--- src/rtl/rx_skew_release.sv ---
module rx_skew_release #(
  parameter int LANES   = 4,
  parameter int DEPTH_W = 4,
  parameter int OFS_W   = 5,
  parameter int MF_LEN  = 32
) (
  input  logic               clk,
  input  logic               rst_n,
  input  logic               clr_err,
  input  logic [LANES-1:0]   lane_start,
  input  logic               mf_pulse,
  input  logic [OFS_W-1:0]   rel_offset,
  input  logic [DEPTH_W-1:0] buf_depth,
  output logic               rd_en,
  output logic               deskew_err
);

  localparam int CW = DEPTH_W + 1;
  localparam logic [CW-1:0] CMAX = {CW{1'b1}};

  logic [LANES-1:0] started;
  logic [LANES-1:0] over;
  logic [CW-1:0]    fill [LANES];
  logic             released, pending;
  logic [OFS_W-1:0] ocnt;

  wire all_started = &started;
  wire arm  = mf_pulse && all_started && !released && !pending;
  wire fire = (arm && rel_offset == '0) || (pending && ocnt == '0);

  assign rd_en = released | fire;

  for (genvar i = 0; i < LANES; i++) begin : g_lane
    always_ff @(posedge clk or negedge rst_n) begin
      if (!rst_n) begin
        started[i] <= 1'b0;
        fill[i]    <= '0;
      end else begin
        started[i] <= started[i] | lane_start[i];
        if (!started[i] && lane_start[i])
          fill[i] <= CW'(1);
        else if (started[i] && !released && !fire && fill[i] != CMAX)
          fill[i] <= fill[i] + CW'(1);
      end
    end

    assign over[i] = started[i] && (fill[i] > {1'b0, buf_depth});

    AST_FILL_FROZEN: assert property (@(posedge clk) disable iff (!rst_n)
      released |=> $stable(fill[i]));
  end

  always_ff @(posedge clk or negedge rst_n) begin
    if (!rst_n) begin
      pending  <= 1'b0;
      ocnt     <= '0;
      released <= 1'b0;
    end else begin
      released <= released | fire;
      if (arm && rel_offset != '0) begin
        pending <= 1'b1;
        ocnt    <= rel_offset - OFS_W'(1);
      end else if (pending) begin
        if (ocnt == '0) pending <= 1'b0;
        else            ocnt    <= ocnt - OFS_W'(1);
      end
    end
  end

  always_ff @(posedge clk or negedge rst_n) begin
    if (!rst_n)                     deskew_err <= 1'b0;
    else if (clr_err)               deskew_err <= 1'b0;
    else if (|over && !released)    deskew_err <= 1'b1;
  end

  AST_RD_STICKY: assert property (@(posedge clk) disable iff (!rst_n)
    rd_en |=> rd_en);
  AST_NO_EARLY_RELEASE: assert property (@(posedge clk) disable iff (!rst_n)
    $rose(rd_en) |-> &started);
  AST_OFS_LEGAL: assert property (@(posedge clk) disable iff (!rst_n)
    mf_pulse |-> (int'(rel_offset) < MF_LEN));
  AST_ERR_STICKY: assert property (@(posedge clk) disable iff (!rst_n)
    deskew_err && !clr_err |=> deskew_err);
  AST_ERR_CLEAR: assert property (@(posedge clk) disable iff (!rst_n)
    clr_err |=> !deskew_err);

endmodule

--- config.mk ---
export PLATFORM = sky130hd
export DESIGN_NAME = rx_skew_release
export DESIGN_NICKNAME = d
export VERILOG_FILES = /design/src/rtl/rx_skew_release.sv
export SDC_FILE = /design/constraint.sdc
export NUM_CORES = 1
export LEC_CHECK = 0
export CAP_MARGIN = 0
export CORE_MARGIN = 4
export CORE_UTILIZATION = 40
export DETAILED_ROUTE_END_ITERATION = 12
export GPL_TIMING_DRIVEN = 0
export PLACE_DENSITY = 0.63
export SLEW_MARGIN = 20
export SYNTH_ARGS = -nofsm -noshare
export SYNTH_HDL_FRONTEND = slang
export SYNTH_SLANG_ARGS = --single-unit
--- constraint.sdc ---
create_clock -name clk -period 2 [get_ports clk]
set_input_delay 0.2 -clock clk [delete_from_list [all_inputs] [get_ports clk]]
set_output_delay 0.2 -clock clk [all_outputs]
set_load 0.01 [all_outputs]
Yosys cells after proc, flatten, opt, wreduce, memory -nomap -nowiden
Cells that the tools add are included.

storage, ports and cells
  register bits after elaboration = 32
  bits of input ports = 17
  word-level logic and storage cells = 95

operators by class
  reduce and logical (&&, ||, !) cells = 47
  add/subtract/negate cells = 6
  equal/unequal tests = 5
  magnitude comparators = 4
  multiplexer cells = 16
  bitwise logic cells = 5

operator list
  operator               number
  $mux W5                11
  $logic_and A1 B1 Y1    27
  $add A5 B1 Y5 const B  4
  $gt A5 B4 Y1           4
  $ne A5 B5 Y1 const B   4
  $reduce_bool A2 Y1     6
  $logic_not A5 Y1       2
  $sub A5 B1 Y5 const B  2
  $logic_not A1 Y1       7
  $mux W1                5
  $or A1 B1 Y1           5
  $reduce_bool A5 Y1     1
  $reduce_and A4 Y1      1
  $reduce_or A4 Y1       1
  $ne A2 B1 Y1 const B   1
  $reduce_and A2 Y1      1
  $logic_or A1 B1 Y1     1

Logic depth before layout (Yosys ltp)
Gate-level depths: netlist (run 1).

  word-level depth = 11
  gate-level depth with buffers = 8
  gate-level depth less buffers = 8

Worst setup path before layout (run 1)
Ideal clock, no wire load.

  path kind = reg2reg
  start = register pending
  end = register ocnt[4]
  stages on the path, launching flop included = 9
  library setup time = 0.136 ns
  arrival time = 1.887 ns
  setup slack = -0.023 ns
  path through = dfrtp_1 nand4bb_1 nor2_1 o21ai_2 mux2i_1 ha_1 and3_1 a32oi_1 mux2i_1

between the ends
  word-level cells in the longest chain between the ends = 5
  elaborated cells between the ends (all ways) = 7

RTL lines
  item                                                                 RTL line  RTL
  start, declared                                                      24        logic released, pending;
  start signal, assigned                                               55        pending <= 1'b0;
  start signal, assigned                                               61        pending <= 1'b1;
  start signal, assigned                                               64        if (ocnt == '0) pending <= 1'b0;
  $logic_not A1 Y1                                                     28        wire arm = mf_pulse && all_started && !released && !pending;
  $logic_and A1 B1 Y1                                                  28
  $logic_and A1 B1 Y1                                                  60        if (arm && rel_offset != '0) begin
  $ne A2 B1 Y1 (no line) / $reduce_bool A2 Y1 (equally long branches)  --
  $reduce_and A2 Y1 (no line)                                          --
  end signal, assigned                                                 62        ocnt <= rel_offset - OFS_W'(1);
  end signal, assigned                                                 65        else ocnt <= ocnt - OFS_W'(1);
  end, declared                                                        25        logic [OFS_W-1:0] ocnt;

Several ways; a longest one is shown, not always the timed one.
A chain may end at the register's enable or synchronous reset.

Final worst setup path (run 1)
  start = input rel_offset[3]
  end = output rd_en

between the ends
  word-level cells in the longest chain between the ends = 4

RTL lines
  item                 RTL line  RTL
  start, declared      12        input logic [OFS_W-1:0] rel_offset,
  $logic_not A5 Y1     29        wire fire = (arm && rel_offset == '0) || (pending && ocnt == '0);
  $logic_and A1 B1 Y1  29
  $logic_or A1 B1 Y1   29
  $or A1 B1 Y1         31        assign rd_en = released | fire;
  end, declared        14        output logic rd_en,

Every way passes these cells.

==> impl_metrics.py, run 1 <==
metrics = {
    "critical_path": {
        "arrival_ns": 1.71,
        "crit_path_max_incr_delay_ns": 0.55,
        "critical_path_buf_inv_count": 3,
        "critPathKind": "input port to output port",
        "required_ns": 1.80,
        "cpMaxStageDelayCell": "or4_4",
        "cp-end-kind": "output port",
        "timing.rr.start": "fill[10]$_DFFE_PN0P_",
        "startpoint_type": "input port",
        "cp_max_fo": 3,
        "crit_path_start": "rel_offset[3]",
        "path_cells": "dlygate4sd2_1 > or4_4 > buf_4 > nor4_4 > or2_4 > clkdlybuf4s15_1",
        "path_delay_family": "simple AND/OR/NAND/NOR gates",
    },
    "timing": {
        "setup_tns_ns": 0,
        "maxSlewViolCount": 0,
        "setup_viol": 0,
        "worst_pin_slew_ns": 0.541,
        "min_period_over_period_pct": 95.6,
        "worst_slew_margin_rel_pct": 63.7,
        "whs_ns": 0.288,
        "hold_violations": 0,
        "min_period_ns": 1.91,
        "finClkSkew_ns": 0.00724,
        "fmax_mhz": 523,
    },
    "layout": {
        "multi_input_area_mm2": 0.00126,
        "layout-drive-gt1-share_pct": 13.4,
        "area_delta_synth_final_pct": 24.3,
        "fin_cells": 314,
        "diodes": 0,
        "seqCellArea_um2": 806,
        "nFillCells": 477,
        "postLayoutCellArea_mm2": 0.00259,
        "final_net_count": 288,
    },
    "pwr": {
        "p_per_area_mw_per_mm2": 595,
        "design_power_total_mw": 1.54,
        "p_leak_nw": 1.24,
        "ir_drop_uv": 286,
    },
    "global_routing": {
        "grt_overflow": 0,
        "grt_pass1_wl_mm": 7.84,
        "grt_pass1_vias": 1652,
        "track_usage_pct": 15.8,
        "antenna_found_initial": 0,
        "grt_max_degree": 23,
    },
    "die": {
        "dieArea_mm2": 0.00642,
        "core_area_mm2": 0.00488,
        "rows": 25,
        "ios": 19,
        "die_h_um": 80.1,
        "fp.dieW_um": 80.1,
        "start_util_pct": 42.7,
    },
    "yosys": {
        "synth_edf_count": 0,
        "syn_area_mm2": 0.00208,
        "synth_cells": 211,
        "yosys.area.top_type": "dfrtp_1",
        "ys_top_cells_by_area": "dfrtp_1 (38%), ha_1 (15%), mux2i_1 (5.8%)",
        "yosys_warnings": 0,
        "synth.distinct_cells": 37,
        "async_flop_share_pct": 100,
        "avgSynthCellArea_um2": 9.87,
        "synth-seq-cells": 32,
        "yosysSeqAreaShare_pct": 38.5,
        "netlist.area_leader.share_pct": 38.5,
        "synthesis.nets": 253,
        "yosys_most_used_dff": "dfrtp_1",
    },
    "placement": {
        "portBuffers": 18,
        "place_inst": 297,
        "placed_cell_area_mm2": 0.00238,
        "hpwl_mm": 3.40,
        "gp_congestion": 0.832,
    },
    "detailed_routing": {
        "detail-route-antenna-nets": 0,
        "post_drt_via_cell_ratio": 5.44,
        "dr.pass1.iters": 5,
        "routed_wl_mm": 4.59,
        "drt_first_iter_violations": 61,
        "drc": 0,
        "vias": 1707,
        "wl_per_cell_um": 14.6,
    },
    "clocking": {
        "htree_levels": 2,
        "cts_buffers": 5,
        "insertion_delay_ns": 0.28,
        "clk_root_buffer_cell": "clkbuf_8",
        "cts.reportedPaths.clkPinSlew_ns": 0.06,
        "cts.sinks": 32,
        "cts_buffer_depth": 2,
        "cts_tree": "yes",
    },
    "hold_path": {
        "hold_path_class": "input port to flip-flop",
        "hp-start": "rel_offset[0]",
    },
    "status": {
        "status": "complete, no violations",
    },
    "job": {
        "cap_viol_max_count": 0,
    },
}
[routing by layer]
layer | GRT usage (%) | wire [um] | vias up
met2 | 26.2 | 2240 | 21
met5 | 0 | 0 | -
met1 | 20.3 | 2170 | 815
met4 | 4.05 | 48 | 0
li1 | - | - | 866
met3 | 4.04 | 131 | 5
[stage by stage]
step,util [%],worst slack [ns]
6_report,53.0,0.0887
2_1_floorplan,-,0.0221
3_5_place_dp,48.7,-0.849
4_1_cts,52.0,0.0220
5_1_grt,53.0,-0.0149
3_3_place_gp,48.3,-0.823
[synthesized netlist by cell type, types with 2 or more instances]
| library cell | n |
|---|---|
| nor3_1 | 3 |
| a32o_1 | 3 |
| o31ai_1 | 3 |
| nor2_1 | 7 |
| dfrtp_1 | 32 |
| a31oi_1 | 7 |
| nor3_2 | 3 |
| nand4_1 | 4 |
| xor2_1 | 3 |
| a211oi_1 | 5 |
| mux2i_1 | 12 |
| nor2b_1 | 6 |
| nor4_1 | 2 |
| o21ai_1 | 3 |
| a21o_1 | 3 |
| a22o_1 | 2 |
| a21oi_1 | 9 |
| and3_1 | 12 |
| inv_1 | 18 |
| nand3_1 | 8 |
| o211ai_1 | 6 |
| o21ai_0 | 7 |
| ha_1 | 25 |
| nand2_1 | 13 |
| o22ai_1 | 3 |
[kinds of logic (layout without fill, tap and decap cells)]
kind of cell             Yosys count  in the layout  share of synthesized area [%]
flip-flops                        32             32                           38.5
multiplexers                      12             12                           5.77
buffers and inverters             19             55                           3.43
XOR/XNOR                           4              4                           1.68
AO/OA/AOI/OAI                     55             55                           17.6
adder cells (fa/ha/maj)           25             25                           15.0
AND/OR/NAND/NOR                   64             64                           18.0
[state kept, by name (all words and copies together) (netlist names)]
name and flops:
deskew_err 1, pending 1, fill 20, released 1
ocnt 5, started 4
[worst paths after layout]
kind / to / slack [ns] / cells after the start
setup / recovery: rd_en / 0.09 / 6
hold / removal: ocnt[0]$_DFFE_PN0P_ / 0.29 / 2
setup reg to reg: fill[11]$_DFFE_PN0P_ / 0.12 / 6
hold reg to reg: deskew_err$_DFFE_PN0P_ / 0.50 / 2
max in group asynchronous: pending$_DFF_PN0_ / 1.23 / 3
min in group asynchronous: fill[0]$_DFFE_PN0P_ / 0.34 / 2
[layout make-up]
| class | instances | share of cell area, % |
|---|---|---|
| timing repair buffer | 28 | 10.6 |
| multi-input combinational | 160 | 48.8 |
| inverter | 18 | 2.61 |
| clock buffer | 8 | 3.48 |
| buffer | 1 | 0.145 |
| sequential | 32 | 31.1 |
| tap | 67 | 3.24 |
[report_power, final]
group          internal, mW  switching, mW  total (mW)
sequential            0.691         0.0639       0.755
combinational         0.147          0.123       0.270
clock                 0.281          0.235       0.515
total                  1.12          0.422        1.54
[cell usage in the layout, fill, tap and decap left out, types with 9 or more instances in the layout]
cell	n
clkdlybuf4s50_1	12
and3_1	12
nand2_1	13
dfrtp_1	28
ha_1	24
inv_1	18
mux2i_1	12
a21oi_1	9
[timing repair]
| item | in CTS | in global routing |
|---|---|---|
| pin swaps | 6 | 6 |
| hold endpoints to repair | 10 | 0 |
| setup buffers | 5 | 3 |
| hold buffers | 1 | 0 |
| endpoints found under the setup margin | 23 | 5 |
| resized for setup | 10 | 11 |
Power figures use the tool's default switching activity.
==> run 2, diff against run 1 <==
--- a/config.mk
+++ b/config.mk
@@ -5,7 +5,7 @@
 export SDC_FILE = /design/constraint.sdc
 export NUM_CORES = 1
 export LEC_CHECK = 0
-export CAP_MARGIN = 0
+export CAP_MARGIN = 10
 export CORE_MARGIN = 4
 export CORE_UTILIZATION = 40
 export DETAILED_ROUTE_END_ITERATION = 12
==> results of run 2 <==
Final layout, timing and power as in run 1 (identical DEF).
